### src/rtl/cfg_addr_pkg.sv
// Package: shared codes for the configuration address generator.
// Assumes: map register bit 0 is the low-address enable and bits 3:1 the type.
package cfg_addr_pkg;
    // Map register cycle-type code for configuration accesses
    localparam logic [2:0] MAP_TYPE_CONFIG = 3'b101;

    // Kind of configuration cycle chosen from the bus number
    typedef enum logic {
        CYC_TYPE0 = 1'b0,
        CYC_TYPE1 = 1'b1
    } cyc_kind_e;

    // Low nibble of the map value for a cycle kind
    function automatic logic [3:0] map_low(input cyc_kind_e kind);
        return {MAP_TYPE_CONFIG, (kind == CYC_TYPE1)};
    endfunction
endpackage

### src/rtl/cfg_req_check.sv
// Module: cfg_req_check
// Decides whether a request can be encoded. Refuses an out-of-range slot or
// function, and a type 0 request whose slot has no select bit or whose
// register offset is not word aligned.
// Assumes: MAX_T0_SLOT is the highest slot the map register can select.
module cfg_req_check #(
    parameter int DEV_W       = 6,
    parameter int FN_W        = 4,
    parameter int MAX_SLOT    = 31,
    parameter int MAX_FN      = 7,
    parameter int MAX_T0_SLOT = 20
) (
    input  logic [DEV_W-1:0] dev,
    input  logic [FN_W-1:0]  fn,
    input  logic [1:0]       reg_low,
    input  logic             is_type0,
    output logic             bad
);
    logic range_bad;
    logic t0_bad;

    // Range checks that apply to both cycle kinds
    always_comb begin
        range_bad = (dev > DEV_W'(MAX_SLOT)) || (fn > FN_W'(MAX_FN));
    end

    // Extra checks for type 0 cycles
    always_comb begin
        t0_bad = is_type0 && ((reg_low != 2'b00) || (dev > DEV_W'(MAX_T0_SLOT)));
    end

    // Combined refusal
    always_comb begin
        bad = range_bad || t0_bad;
    end
endmodule

### src/rtl/cfg_type0_enc.sv
// Module: cfg_type0_enc
// Builds the aperture offset and map value for a type 0 cycle. The one-hot
// select goes into the offset for slots up to SPLIT_SLOT and into the map
// value above it.
// Assumes: the slot has already been range checked.
module cfg_type0_enc
    import cfg_addr_pkg::*;
#(
    parameter int OFF_W         = 24,
    parameter int MAP_W         = 16,
    parameter int DEV_W         = 6,
    parameter int FN_FIELD_W    = 3,
    parameter int REG_W         = 8,
    parameter int SPLIT_SLOT    = 12,
    parameter int OFF_SEL_BASE  = 11,
    parameter int MAP_SEL_SHIFT = 5
) (
    input  logic [DEV_W-1:0]      dev,
    input  logic [FN_FIELD_W-1:0] fn,
    input  logic [REG_W-1:0]      regoff,
    output logic [OFF_W-1:0]      off,
    output logic [MAP_W-1:0]      map
);
    localparam int FN_LSB = REG_W;

    logic [OFF_W-1:0] off_sel;
    logic [MAP_W-1:0] map_sel;
    logic [OFF_W-1:0] off_fields;
    logic [MAP_W-1:0] map_fields;

    // One-hot select bits that land in the aperture offset
    for (genvar j = 0; j < OFF_W; j++) begin : g_off_sel
        if (j >= OFF_SEL_BASE && (j - OFF_SEL_BASE) <= SPLIT_SLOT) begin : g_hit
            assign off_sel[j] = (dev == DEV_W'(j - OFF_SEL_BASE));
        end else begin : g_none
            assign off_sel[j] = 1'b0;
        end
    end

    // One-hot select bits that land in the map value
    for (genvar k = 0; k < MAP_W; k++) begin : g_map_sel
        if ((k + MAP_SEL_SHIFT) > SPLIT_SLOT) begin : g_hit
            assign map_sel[k] = (dev == DEV_W'(k + MAP_SEL_SHIFT));
        end else begin : g_none
            assign map_sel[k] = 1'b0;
        end
    end

    // Function and register fields of the offset
    always_comb begin
        off_fields = '0;
        off_fields[REG_W-1:0] = regoff;
        off_fields[FN_LSB +: FN_FIELD_W] = fn;
    end

    // Type and low-address enable of the map value
    always_comb begin
        map_fields = '0;
        map_fields[3:0] = map_low(CYC_TYPE0);
    end

    // Merge fields and select bits
    always_comb begin
        off = off_fields | off_sel;
        map = map_fields | map_sel;
    end
endmodule

### src/rtl/cfg_type1_enc.sv
// Module: cfg_type1_enc
// Builds the aperture offset and map value for a type 1 cycle: bus, slot,
// function and register packed from the top bit down.
// Assumes: the packed fields exactly fill OFF_W bits.
module cfg_type1_enc
    import cfg_addr_pkg::*;
#(
    parameter int OFF_W       = 24,
    parameter int MAP_W       = 16,
    parameter int BUS_W       = 8,
    parameter int DEV_FIELD_W = 5,
    parameter int FN_FIELD_W  = 3,
    parameter int REG_W       = 8
) (
    input  logic [BUS_W-1:0]       bus,
    input  logic [DEV_FIELD_W-1:0] dev,
    input  logic [FN_FIELD_W-1:0]  fn,
    input  logic [REG_W-1:0]       regoff,
    output logic [OFF_W-1:0]       off,
    output logic [MAP_W-1:0]       map
);
    localparam int PACK_W = BUS_W + DEV_FIELD_W + FN_FIELD_W + REG_W;

    // Pack the address fields
    always_comb begin
        off = OFF_W'({bus, dev, fn, regoff});
    end

    // Type with low-address enable set
    always_comb begin
        map = '0;
        map[3:0] = map_low(CYC_TYPE1);
    end

    // Elaboration-time width guard
    initial begin
        if (PACK_W != OFF_W) $display("cfg_type1_enc: field widths do not fill the offset");
    end
endmodule

### src/rtl/cfg_addr_gen.sv
// Module: cfg_addr_gen (top)
// Accepts a configuration request and, one cycle later, presents the
// aperture offset and map value, or an error pulse. A refused request
// leaves the previous result on the outputs.
// Assumes: a request is taken in every cycle in which req_i is high.
module cfg_addr_gen
    import cfg_addr_pkg::*;
#(
    parameter int BUS_W         = 8,
    parameter int DEV_FIELD_W   = 5,
    parameter int FN_FIELD_W    = 3,
    parameter int REG_W         = 8,
    parameter int MAP_W         = 16,
    parameter int SPLIT_SLOT    = 12,
    parameter int OFF_SEL_BASE  = 11,
    parameter int MAP_SEL_SHIFT = 5,
    parameter int DEV_W         = DEV_FIELD_W + 1,
    parameter int FN_W          = FN_FIELD_W + 1,
    parameter int OFF_W         = BUS_W + DEV_FIELD_W + FN_FIELD_W + REG_W
) (
    input  logic             clk,
    input  logic             rst_n,
    input  logic             req_i,
    input  logic [BUS_W-1:0] bus_i,
    input  logic [DEV_W-1:0] dev_i,
    input  logic [FN_W-1:0]  fn_i,
    input  logic [REG_W-1:0] reg_i,
    output logic             rsp_valid_o,
    output logic             rsp_err_o,
    output logic [OFF_W-1:0] cfg_off_o,
    output logic [MAP_W-1:0] cfg_map_o
);
    localparam int MAX_SLOT    = (1 << DEV_FIELD_W) - 1;
    localparam int MAX_FN      = (1 << FN_FIELD_W) - 1;
    localparam int MAX_T0_SLOT = MAP_W - 1 + MAP_SEL_SHIFT;

    cyc_kind_e        kind;
    logic             bad;
    logic [OFF_W-1:0] t0_off;
    logic [MAP_W-1:0] t0_map;
    logic [OFF_W-1:0] t1_off;
    logic [MAP_W-1:0] t1_map;
    logic [OFF_W-1:0] nxt_off;
    logic [MAP_W-1:0] nxt_map;

    // Cycle kind from the bus number
    always_comb begin
        kind = (bus_i == '0) ? CYC_TYPE0 : CYC_TYPE1;
    end

    cfg_req_check #(
        .DEV_W(DEV_W), .FN_W(FN_W), .MAX_SLOT(MAX_SLOT),
        .MAX_FN(MAX_FN), .MAX_T0_SLOT(MAX_T0_SLOT)
    ) u_check (
        .dev(dev_i), .fn(fn_i), .reg_low(reg_i[1:0]),
        .is_type0(kind == CYC_TYPE0), .bad(bad)
    );

    cfg_type0_enc #(
        .OFF_W(OFF_W), .MAP_W(MAP_W), .DEV_W(DEV_W), .FN_FIELD_W(FN_FIELD_W),
        .REG_W(REG_W), .SPLIT_SLOT(SPLIT_SLOT), .OFF_SEL_BASE(OFF_SEL_BASE),
        .MAP_SEL_SHIFT(MAP_SEL_SHIFT)
    ) u_t0 (
        .dev(dev_i), .fn(fn_i[FN_FIELD_W-1:0]), .regoff(reg_i),
        .off(t0_off), .map(t0_map)
    );

    cfg_type1_enc #(
        .OFF_W(OFF_W), .MAP_W(MAP_W), .BUS_W(BUS_W), .DEV_FIELD_W(DEV_FIELD_W),
        .FN_FIELD_W(FN_FIELD_W), .REG_W(REG_W)
    ) u_t1 (
        .bus(bus_i), .dev(dev_i[DEV_FIELD_W-1:0]), .fn(fn_i[FN_FIELD_W-1:0]),
        .regoff(reg_i), .off(t1_off), .map(t1_map)
    );

    // Pick the encoder result for the cycle kind
    always_comb begin
        nxt_off = (kind == CYC_TYPE0) ? t0_off : t1_off;
        nxt_map = (kind == CYC_TYPE0) ? t0_map : t1_map;
    end

    // Response pulses and result registers
    always_ff @(posedge clk) begin
        if (!rst_n) begin
            rsp_valid_o <= 1'b0;
            rsp_err_o   <= 1'b0;
            cfg_off_o   <= '0;
            cfg_map_o   <= '0;
        end else begin
            rsp_valid_o <= req_i && !bad;
            rsp_err_o   <= req_i && bad;
            if (req_i && !bad) begin
                cfg_off_o <= nxt_off;
                cfg_map_o <= nxt_map;
            end
        end
    end
endmodule

### config.mk
export PLATFORM = sky130hd
export DESIGN_NAME = cfg_addr_gen
export DESIGN_NICKNAME = d
export VERILOG_FILES = /design/src/rtl/cfg_addr_pkg.sv /design/src/rtl/cfg_req_check.sv /design/src/rtl/cfg_type0_enc.sv /design/src/rtl/cfg_type1_enc.sv /design/src/rtl/cfg_addr_gen.sv
export SDC_FILE = /design/constraint.sdc
export NUM_CORES = 1
export LEC_CHECK = 0
export CAP_MARGIN = 20
export CORE_ASPECT_RATIO = 0.8
export CORE_MARGIN = 10
export CORE_UTILIZATION = 47
export CTS_BUF_LIST = sky130_fd_sc_hd__clkbuf_4
export CTS_CLUSTER_DIAMETER = 80
export DETAILED_ROUTE_END_ITERATION = 10
export PLACE_DENSITY = 0.88
export SYNTH_ARGS = -nofsm -noshare
export SYNTH_HDL_FRONTEND = slang
export SYNTH_SLANG_ARGS = --single-unit
export TNS_END_PERCENT = 50
### constraint.sdc
create_clock -name clk -period 4.97 [get_ports clk]
set_input_delay 1.491 -clock clk [delete_from_list [all_inputs] [get_ports clk]]
set_output_delay 1.491 -clock clk [all_outputs]
set_load 0.1 [all_outputs]
# After elaboration in Yosys (flattened, before gate mapping)
# Index checks and enable logic that the tools add are counted.
# classes
n_addsub,0
n_mul,0
div_mod_pow,0
magnitude_cmp,3
n_eq_ne,20
shifts,0
muxes,2
bitwise_logic,1
n_reduce_logical,10
# ops
cell,count
6-bit by 4-bit equality test with 1-bit output (second input constant),8
6-bit by 5-bit equality test with 1-bit output (second input constant),5
6-bit by 3-bit equality test with 1-bit output (second input constant),4
24-bit 2-to-1 mux,1
11-bit by 24-bit OR with 24-bit output,1
16-bit 2-to-1 mux,1
6-bit by 2-bit equality test with 1-bit output (second input constant),2
6-bit by 5-bit > comparator with 1-bit output (second input constant),2
8-bit logical NOT,1
6-bit by 1-bit equality test with 1-bit output (second input constant),1
6-bit logical NOT,1
4-bit by 3-bit > comparator with 1-bit output (second input constant),1
1-bit logical AND,3
1-bit logical OR,3
2-bit nonzero test,1
1-bit logical NOT,1
# word_totals
ff_bits,42
latchBits,0
ramBits,0
romBits,0
inputBits,29
output_inout_bits,42
n_memories,0

# Logic depth before layout (Yosys ltp)
# Gate-level depths: netlist of run 1.
# depth
ltp_word,6
ltp_mapped,7
depth_no_buf,4

# Hierarchy
# From an unflattened synthesis of run 1, not the netlist that was laid out.
# unflattened
cells_unflattened,339
area_unflattened_um2,2582.5
# modules_own_cells
module,n_inst,cells_each,area_per_inst_um2
cfg_addr_gen,1,239,1915.6
cfg_type0_enc,1,53,330.3
cfg_type1_enc,1,42,307.8
cfg_req_check,1,5,28.8

# Worst setup path before layout of run 1
# Ideal clock, no wire load.
# synth_path
path_kind,input port to flip-flop
from,input port bus_i[3]
to,register cfg_off_o[15]
setup_ps,91
arrival_ps,3137
t_required_ps,4879
slack_ps,1742
stages,5
n_path_buf,1
path_cell_list,or4_4 -> buf_6 -> or2_4 -> or4_1 -> a311oi_1
# synth_via
elab_chain_len,5
# synth_rtl
element,line,rtl
"start, declared",cfg_addr_gen.sv:24,"input logic [BUS_W-1:0] bus_i,"
8-bit logical NOT *,cfg_addr_gen.sv:48,kind = (bus_i == '0) ? CYC_TYPE0 : CYC_TYPE1;
1-bit logical AND,cfg_req_check.sv:29,t0_bad = is_type0 && ((reg_low != 2'b00) || (dev > DEV_W'(MAX_T0_SLOT)));
1-bit logical OR,cfg_req_check.sv:34,bad = range_bad || t0_bad;
1-bit logical NOT,cfg_addr_gen.sv:92,if (req_i && !bad) begin
1-bit logical AND,cfg_addr_gen.sv:92,
"end signal, assigned",cfg_addr_gen.sv:93,cfg_off_o <= nxt_off;
"end, declared",cfg_addr_gen.sv:30,"output logic [OFF_W-1:0] cfg_off_o,"
# Mark *: on every way between the ends. The rest lies on a longest branch, timed or not.
# A chain may end at the register's enable or synchronous reset.

# Worst setup path in the final report of run 1
# layout_path
from,input port dev_i[5]
to,register cfg_off_o[17]
# layout_via
elab_chain_len,6
# layout_rtl
element,line,rtl
"start, declared",cfg_addr_gen.sv:25,"input logic [DEV_W-1:0] dev_i,"
6-bit by 5-bit > comparator with 1-bit output,cfg_req_check.sv:29,
1-bit logical OR,cfg_req_check.sv:29,
1-bit logical AND,cfg_req_check.sv:29,
1-bit logical OR,cfg_req_check.sv:34,
1-bit logical NOT,cfg_addr_gen.sv:92,
1-bit logical AND,cfg_addr_gen.sv:92,
# Parallel ways exist; a longest one is shown, timed or not.

==> summary.txt, run 1 <==
Status
  – Status: finished clean

Power
  – Cell area power density: roughly 280 mW/mm^2
  – Max VDD drop: approximately 0.00018 V
  – Leak: roughly 0.78 nW

Cells and area
  – Share of layout cells above drive strength 1: 0.0471
  – Final non-filler cell total: 297
  – Antenna cells: 0
  – Nets: approximately 280
  – Post-synthesis to final-layout area growth: 39.9%

Global routing
  – Number of global-route vias before repair: roughly 1,700
  – GRT Overall Usage: 0.165
  – Grt ovf: 0
  – First-pass GRT wire length: between 8000 and 9000 um
  – Initial antenna violation count: 0
  – Pin count of the biggest net entering global routing: 30

Logic synthesis
  – Synth Area in Compound Gates: 0.231
  – Synth top area share: 0.433
  – Synth Area in XOR/XNOR: 0
  – List of most frequent post-synthesis cells: dfxtp_1, a21oi_1, nand3_1
  – Dominant synthesized flop cell: dfxtp_1
  – Synth Area in Adders: 0
  – Register area share after synthesis: 0.433
  – Post-synth EDFFs: 0
  – Simple-Gate Fraction of Synth Area: 0.251
  – Syn Area/Cell: 8.23 um^2
  – Mux contribution to synthesized area: 0
  – Largest family of logic cells by synthesized area: simple AND/OR/NAND/NOR gates
  – Synth area leader: dfxtp_1
  – Dominant cells by area after synthesis: dfxtp_1, a21oi_1, nand3_1
  – FF+latch count, synth: 36
  – Cells after Synth: roughly 200
  – Post-Syn Area: 0.00166 mm^2
  – Ys async rst share: 0
  – Post-synthesis cell type count: 34
  – Warnings from Yosys: 0
  – Count leader, synth: dfxtp_1

STA
  – RSZ-0062 raised after global routing: no
  – Rel. slew slack: 0.338
  – Setup TNS: 0 ns
  – Hold WS: ~0.47 ns
  – Final Cycle Share: 0.731
  – Layout Skew: 0 ns
  – Slew Viols, Final: 0
  – Final worst slack: 1.34 ns
  – Hold Vio Cnt, Final: 0
  – Final setup viols: 0
  – Max Freq: ~280 MHz
  – Min cycle time layout: approximately 3.6 ns
  – Worst slew pin tran: ~0.99 ns

Routing
  – Metal2 WL: between 2000 and 2500 um
  – DRC viols: 0
  – Final WL: roughly 5300 um
  – Routed wl met3: between 600 and 700 um
  – DR pass1 iterations: 5
  – DR vias/cell: roughly 5.9
  – Top Metal Used: met4
  – Routed vias: around 1,700
  – 1st-iter DRT viols: 143
  – Metal1 wirelength: roughly 2200 um
  – Final ANT Viol Nets: 0
  – Drt wl/cell: about 18 um

Setup path
  – Critical path peak fanout: 29
  – Slowest stage delay, CP: 0.83 ns
  – CP Capture Type: flip-flop
  – CP required: roughly 5.2 ns
  – Crit path DAT: between 3 and 4 ns
  – CP Launch Type: primary input
  – R2R cell count: 2
  – CP max-delay cell: o21a_1
  – Crit-path cells: clkdlybuf4s50_1, nor3b_1, o21a_1, nor2_1, o311a_1
  – Worst setup path category: primary input to flip-flop

Min path
  – Hold WC Path Type: flip-flop to flip-flop
  – Hold path cells: 2

Floorplanning
  – Die H: between 70 and 80 um
  – Chip Width: just under 90 um
  – # rows: 19
  – Overall die area: approximately 0.0063 mm^2
  – Top Ports: 71
  – Core area: roughly 0.0034 mm^2
  – Initial Utilization: 0.486

CTS
  – Clk buf depth: 2
  – CTS Root Cell: clkbuf_4
  – CTS-repair resized insts: 0
  – Cts hold-fix bufs: 0
  – H-tree levels: 2
  – CTS buffer count: 5
  – Sink Count: 36
  – CTS tree: yes
  – Skew-Pair Late Insertion Delay: around 0.33 ns
  – Clk slew on worst S/H paths: around 0.11 ns
  – Setup bufs post-CTS: 0

Flow run
  – Max-Cap Viols: 0

Placement
  – Worst slack at placement: 1.02 ns
  – Port buffer count: 65
  – Placer Congestion: about 0.90
  – Placed instance count: 290
  – Dpl hpwl: 3850 um
[area by class of cell]
type | instances | area (um^2)
Clock buffer | 5 | 37.5
Clock inverter | 2 | 7.51
Fill cell | 305 | 1100
Inverter | 2 | 7.51
Multi-Input combinational cell | 142 | 827
Sequential cell | 36 | 721
Tap cell | 42 | 52.6
Timing Repair Buffer | 68 | 673
[per-layer routing]
| layer | up-vias | global-route usage |
|---|---|---|
| li1 | 847 | - |
| met1 | 798 | 0.194 |
| met5 | - | 0 |
| met4 | 0 | 0.0449 |
| met2 | 91 | 0.264 |
| met3 | 6 | 0.0748 |
[stage by stage]
stage	cell area, um^2	utilization	power [mW]
finish	2330	0.679	0.651
detailed placement	2280	0.666	0.513
global placement	2280	0.666	0.511
floorplan	1680	-	0.459
CTS	2330	0.679	0.652
global route	2330	0.679	0.676
[cells by family after synthesis]
logic type | Yosys count
other | 1
buffers and inverters | 28
AND/OR/NAND/NOR | 75
AO/OA/AOI/OAI | 62
flip-flops | 36
[worst paths after layout]
path	endpoint	slack, ns	start
max	cfg_off_o[17]	1.34	dev_i[5]
min	cfg_off_o[10]	0.47	cfg_off_o[10]
max reg2reg	cfg_off_o[18]	4.06	cfg_off_o[18]
min reg2reg	cfg_off_o[10]	0.47	cfg_off_o[10]
[layout by cell type (no fill, tap or decap)]
cell             count
dfxtp_1             36
nor3b_1              1
clkdlybuf4s50_1     65
o31ai_1              2
or2_4                1
inv_1                2
conb_1               5
nand2b_1             6
or3_1                5
a22oi_1              1
clkinv_1             2
nor4_1               7
or2_2                1
nand3_1             19
or4_4                1
nor2b_1              2
o2111ai_1            1
clkbuf_4             5
or4_1                8
a211oi_1             6
o21ai_1              1
nand2_1              8
o311ai_2             1
o211ai_1             2
o21a_1               2
buf_4                3
o311a_1              5
a31oi_1              1
nor2_1               6
a21oi_1             29
a311oi_1             2
o21ai_0              9
nor3_1              10
[worst max-delay path, delay by kind of cell]
kind	cells	cell delay [ns]
AND/OR/NAND/NOR	2	0.69
buffers and inverters	1	0.47
AO/OA/AOI/OAI	2	1.21
[sequential cells by signal, indices dropped and copies added (netlist names)]
signal and cells:
rsp_err_o 1, rsp_valid_o 1, cfg_off_o 24, cfg_map_o 10
[report_power, final]
group	switching, mW	internal, mW	leakage (nW)	total (mW)
logic	0.147	0.0546	0.465	0.201
registers	0.00644	0.300	0.293	0.307
clock network	0.0942	0.0494	0.0261	0.144
total	0.247	0.404	0.785	0.651
No activity file was read; power rests on OpenSTA's default activity.
==> run 2: changes to the inputs <==
--- a/config.mk
+++ b/config.mk
@@ -8,11 +8,11 @@
 export CAP_MARGIN = 20
 export CORE_ASPECT_RATIO = 0.8
 export CORE_MARGIN = 10
-export CORE_UTILIZATION = 47
+export CORE_UTILIZATION = 39
 export CTS_BUF_LIST = sky130_fd_sc_hd__clkbuf_4
 export CTS_CLUSTER_DIAMETER = 80
 export DETAILED_ROUTE_END_ITERATION = 10
-export PLACE_DENSITY = 0.88
+export PLACE_DENSITY = 0.78
 export SYNTH_ARGS = -nofsm -noshare
 export SYNTH_HDL_FRONTEND = slang
 export SYNTH_SLANG_ARGS = --single-unit
==> constraint.sdc (replaced) <==
create_clock -name clk -period 3.1 [get_ports clk]
set_input_delay 0.93 -clock clk [delete_from_list [all_inputs] [get_ports clk]]
set_output_delay 0.93 -clock clk [all_outputs]
set_load 0.1 [all_outputs]
==> summary.txt, run 2 (synthesis results as in run 1) <==
Floorplanning
  – Die H: 78.4 um (+7.1%)
  – # rows: 21 (+2)
  – Top Ports: 71 (unchanged)
  – Core area: 0.00415 mm^2 (+21%)
  – Chip Width: 93.0 um (+7.5%)
  – Overall die area: 0.00729 mm^2 (+15%)
  – Initial Utilization: 0.401 (-0.0852)

Cells and area
  – Most flops, register: cfg_off_o
  – Post-synthesis to final-layout area growth: 45.5%
  – Max reg flops: 24 (unchanged)
  – Leading cell type in the layout, fill and taps excluded: buf_4
  – Most frequent cells in the layout: buf_4, dfxtp_1, a21oi_1
  – Antenna cells: 0 (unchanged)
  – Nets: 297 (+4.6%)
  – Top flop regs: cfg_off_o (24), cfg_map_o (10)
  – Share of layout cells above drive strength 1: 0.242 (+0.195)
  – Core Util, Final: 0.583 (-0.0966)

Routing
  – Drt wl/cell: 15.8 um (-11%)
  – Routed vias: 1,730 (-0.69%)
  – Final WL: 5170 um (-2.2%)
  – Final ANT Viol Nets: 0 (unchanged)
  – DRC viols: 0 (unchanged)
  – DR pass1 iterations: 4 (-1)
  – DR vias/cell: 5.31 (-9.5%)
  – 1st-iter DRT viols: 74 (-48%)

Setup path
  – Crit path DAT: 3.04 ns (-0.83 ns)
  – Critical path peak fanout: 8 (-72%)
  – CP Capture Type: flip-flop
  – FF-to-FF Start: cfg_off_o[18]
  – CP required: 3.35 ns (-1.86 ns)
  – R2R Path End: cfg_off_o[18]
  – CP Launch Type: primary input
  – Worst setup path category: primary input to flip-flop
  – R2R cell count: 2 (unchanged)
  – Reg2reg setup slack: 2.18 ns (-1.88 ns)

CTS
  – Setup bufs post-CTS: 0 (unchanged)
  – CTS tree: yes
  – Clk buf depth: 2 (unchanged)
  – CTS Root Cell: clkbuf_4
  – H-tree levels: 2 (unchanged)
  – Cts hold-fix bufs: 0 (unchanged)
  – CTS buffer count: 5 (unchanged)
  – CTS-repair resized insts: 0 (unchanged)
  – Sink Count: 36 (unchanged)
  – Clk slew on worst S/H paths: 0.12 ns (about the same)
  – Skew-Pair Late Insertion Delay: 0.33 ns (about the same)

Power
  – Leak: 0.939 nW (+20%)
  – Max VDD drop: 0.000293 V (+60%)
  – Cell area power density: 474 mW/mm^2 (+69%)

Status
  – Status: finished clean

STA
  – Slew Viols, Final: 0 (unchanged)
  – Min cycle time layout: between 2 and 3 ns
  – Setup TNS: 0 ns (unchanged)
  – Final Cycle Share: 0.898
  – Hold Vio Cnt, Final: 0 (unchanged)
  – Worst slew pin tran: 0.681 ns (-0.309 ns)
  – Final setup viols: 0 (unchanged)
  – RSZ-0062 raised after global routing: no
  – Max Freq: roughly 360 MHz
  – Layout Skew: 0 ns (unchanged)
  – Rel. slew slack: 0.545 (+0.208)

Global routing
  – Pin count of the biggest net entering global routing: 21 (-30%)
  – Grt ovf: 0 (unchanged)
  – GRT Overall Usage: 0.135 (-0.0297)
  – Met3 Usage GRT: 0.0551 (-0.0196)
  – Layer with the highest usage: met2
  – Number of global-route vias before repair: 1,683 (-2.9%)
  – Met1 usage: 0.175 (-0.0189)
  – Initial antenna violation count: 0 (unchanged)
  – First-pass GRT wire length: 8140 um (-5.4%)
  – Grt met2 use: 0.201 (-0.0636)

Placement
  – Placer Congestion: 0.898 (unchanged)
  – Port buffer count: 65 (unchanged)
  – Dpl hpwl: 3940 um (+2.3%)

Min path
  – Hold path cells: 2 (unchanged)
  – Hold Startpoint: cfg_map_o[8]
  – Hold WC Path Type: flip-flop to flip-flop
  – Worst hold endpoint: cfg_map_o[8]

Flow run
  – Max-Cap Viols: 0 (unchanged)
[run 2: how the worst max path moves through the flow]
stage | start | endpoint | slack, ns | cells after the start
after CTS | bus_i[7] | cfg_off_o[15] | 0.34 | 5
after global routing | bus_i[7] | cfg_off_o[15] | 0.26 | 5
after global placement | bus_i[3] | cfg_off_o[15] | -0.004 | 5
final | bus_i[6] | cfg_off_o[15] | 0.31 | 5
after detailed placement | bus_i[7] | cfg_off_o[15] | -0.03 | 5
after floorplan | bus_i[3] | cfg_off_o[15] | 0.43 | 5
[run 2: cell type report]
type                    count  area, um^2
clock inverters             3        42.5
inverters                   2        7.51
multi-input cells         142         837
well taps                  57        71.3
flip-flops and latches     36         721
fillers                   416        1730
repair buffers             81         703
clock buffers               5        37.5
[run 2: critical path, cell delays in order]
cell	delay [ns]
clkdlybuf4s50_1	0.44
or4_1	0.60
or2_4	0.30
or4_1	0.52
a311oi_1	0.25
[run 2: per-stage QoR]
step           instances  setup WS (ns)  area (um^2)  hold WS [ns]  power (mW)
3_3_place_gp         318       -0.00371         2340         0.451       0.826
4_1_cts              326          0.337         2420         0.476        1.16
3_5_place_dp         318        -0.0296         2340         0.459       0.827
2_1_floorplan        206          0.433         1680         0.908       0.735
6_report             326          0.315         2420         0.471        1.15
5_1_grt              326          0.259         2420         0.493        1.20
[run 2: power breakdown]
group	internal, mW	switching, mW
Clock	0.168	0.163
Sequential	0.481	0.00972
Combinational	0.0892	0.236
[run 2: layer usage]
| metal | share of wire | vias up |
|---|---|---|
| li1 | - | 871 |
| met3 | 0.090 | 4 |
| met1 | 0.46 | 794 |
| met4 | 0.0068 | 0 |
| met2 | 0.44 | 61 |
| met5 | 0 | - |
==> run 3: changes to the inputs <==
--- a/config.mk
+++ b/config.mk
@@ -12,7 +12,8 @@
 export CTS_BUF_LIST = sky130_fd_sc_hd__clkbuf_4
 export CTS_CLUSTER_DIAMETER = 80
 export DETAILED_ROUTE_END_ITERATION = 10
-export PLACE_DENSITY = 0.78
+export HOLD_SLACK_MARGIN = 0.02
+export PLACE_DENSITY_LB_ADDON = 0.3
 export SYNTH_ARGS = -nofsm -noshare
 export SYNTH_HDL_FRONTEND = slang
 export SYNTH_SLANG_ARGS = --single-unit
==> summary.txt, run 3 (synthesis results as in run 1) <==
CTS
  – CTS buffer count: 5 (unchanged)
  – Cts hold-fix bufs: 0 (unchanged)
  – Sink Count: 36 (unchanged)
  – H-tree levels: 2 (unchanged)
  – CTS Root Cell: clkbuf_4
  – Clk buf depth: 2 (unchanged)
  – Setup bufs post-CTS: 0 (unchanged)
  – CTS-repair resized insts: 0 (unchanged)
  – Clk slew on worst S/H paths: 0.12 ns (about the same)
  – CTS tree: yes
  – Skew-Pair Late Insertion Delay: 0.35 ns (+0.02 ns)

Floorplanning
  – Top Ports: 71 (unchanged)
  – Chip Width: 93.0 um (unchanged)
  – # rows: 21 (unchanged)
  – Core area: 0.00415 mm^2 (unchanged)
  – Die H: 78.4 um (unchanged)
  – Overall die area: 0.00729 mm^2 (unchanged)
  – Initial Utilization: 0.401 (unchanged)

Routing
  – Routed vias: 1,751 (+1.2%)
  – DR vias/cell: 5.35 (+0.90%)
  – Drt wl/cell: 15.9 um (+0.41%)
  – Final WL: 5200 um (+0.72%)
  – DRC viols: 0 (unchanged)
  – 1st-iter DRT viols: 68 (-8.1%)
  – DR pass1 iterations: 4 (unchanged)
  – Final ANT Viol Nets: 0 (unchanged)

Global routing
  – GRT Overall Usage: 0.138 (+0.00320)
  – Grt ovf: 0 (unchanged)
  – Number of global-route vias before repair: 1,682 (-0.059%)
  – First-pass GRT wire length: 8240 um (+1.3%)
  – Pin count of the biggest net entering global routing: 23 (+9.5%)
  – Initial antenna violation count: 0 (unchanged)

Placement
  – Port buffer count: 65 (unchanged)
  – Dpl hpwl: 3980 um (+1.1%)
  – Placer Congestion: 0.951 (+5.9%)

Cells and area
  – Nets: 298 (+0.34%)
  – FILL cells: 408 (-1.9%)
  – Most frequent cells in the layout: buf_4, dfxtp_1, a21oi_1
  – Max reg flops: 24 (unchanged)
  – Core Util, Final: 0.571 (-0.0124)
  – Most flops, register: cfg_off_o
  – Antenna cells: 0 (unchanged)
  – Post-synthesis to final-layout area growth: 42.4%
  – Leading cell type in the layout, fill and taps excluded: buf_4
  – Top flop regs: cfg_off_o (24), cfg_map_o (10)
  – Share of layout cells above drive strength 1: 0.244 (+0.00281)

STA
  – Min cycle time layout: 2.72 ns (-0.0662 ns)
  – Final Cycle Share: 0.877 (-0.0214)
  – Slew Viols, Final: 0 (unchanged)
  – Hold Vio Cnt, Final: 0 (unchanged)
  – Setup TNS: 0 ns (unchanged)
  – RSZ-0062 raised after global routing: no
  – Max Freq: 368 MHz (+2.4%)
  – Final setup viols: 0 (unchanged)
  – Layout Skew: 0 ns (unchanged)

Min path
  – Hold WC Path Type: flip-flop to flip-flop

Setup path
  – CP Launch Type: primary input
  – CP Capture Type: flip-flop
  – CP required: 3.37 ns (+0.02 ns)
  – Critical path peak fanout: 8 (unchanged)
  – Crit path DAT: 2.99 ns (-0.05 ns)
  – Worst setup path category: primary input to flip-flop

Power
  – Total chip power: 1.07 mW (-6.6%)
  – Max VDD drop: 0.000242 V (-18%)
  – Cell area power density: 453 mW/mm^2 (-4.6%)
  – Leak: 0.932 nW (-0.79%)

Status
  – Status: finished clean

Flow run
  – Max-Cap Viols: 0 (unchanged)
==> run 3: report_power, final <==
| part | leakage [nW] | internal (mW) | switching, mW |
|---|---|---|---|
| clock network | 0.0349 | 0.0870 | 0.171 |
| logic | 0.603 | 0.0878 | 0.235 |
| registers | 0.293 | 0.481 | 0.00962 |
| total | 0.932 | 0.656 | 0.416 |
==> run 3: critical path: stages <==
cell             delay, ns
clkdlybuf4s50_1       0.43
or4_1                 0.56
or2_4                 0.28
or4_1                 0.51
a311oi_1              0.26
==> run 3: per-layer routing <==
layer | GRT usage | part of all wire | up-vias
li1 | - | - | 877
met1 | 0.175 | 0.48 | 796
met2 | 0.209 | 0.43 | 71
met3 | 0.0513 | 0.078 | 7
met4 | 0.0538 | 0.013 | 0
met5 | 0 | 0 | -
==> run 3: final timing paths <==
| kind | from | end | slack, ns | depth (start not counted) |
|---|---|---|---|---|
| hold reg to reg | cfg_map_o[11] | cfg_map_o[11] | 0.47 | 2 |
| setup reg to reg | cfg_off_o[18] | cfg_off_o[18] | 2.17 | 2 |
| hold / removal | cfg_map_o[11] | cfg_map_o[11] | 0.47 | 2 |
| setup / recovery | bus_i[7] | cfg_off_o[15] | 0.38 | 5 |
==> run 3: area by class of cell <==
| type | instances | area (um^2) | area share |
|---|---|---|---|
| Sequential cell | 36 | 721 | 0.304 |
| Timing Repair Buffer | 82 | 686 | 0.289 |
| Tap cell | 57 | 71.3 | 0.0301 |
| Inverter | 2 | 7.51 | 0.00317 |
| Clock inverter | 3 | 18.8 | 0.00792 |
| Multi-Input combinational cell | 142 | 827 | 0.349 |
| Clock buffer | 5 | 37.5 | 0.0158 |
==> run 3: through the flow <==
stage	cells	cell area, um^2	hold WS [ns]	worst slack (ns)
floorplan	206	1680	0.908	0.433
global placement	319	2310	0.451	0.0626
detailed placement	319	2310	0.457	0.00432
CTS	327	2370	0.474	0.383
global route	327	2370	0.490	0.251
finish	327	2370	0.471	0.381
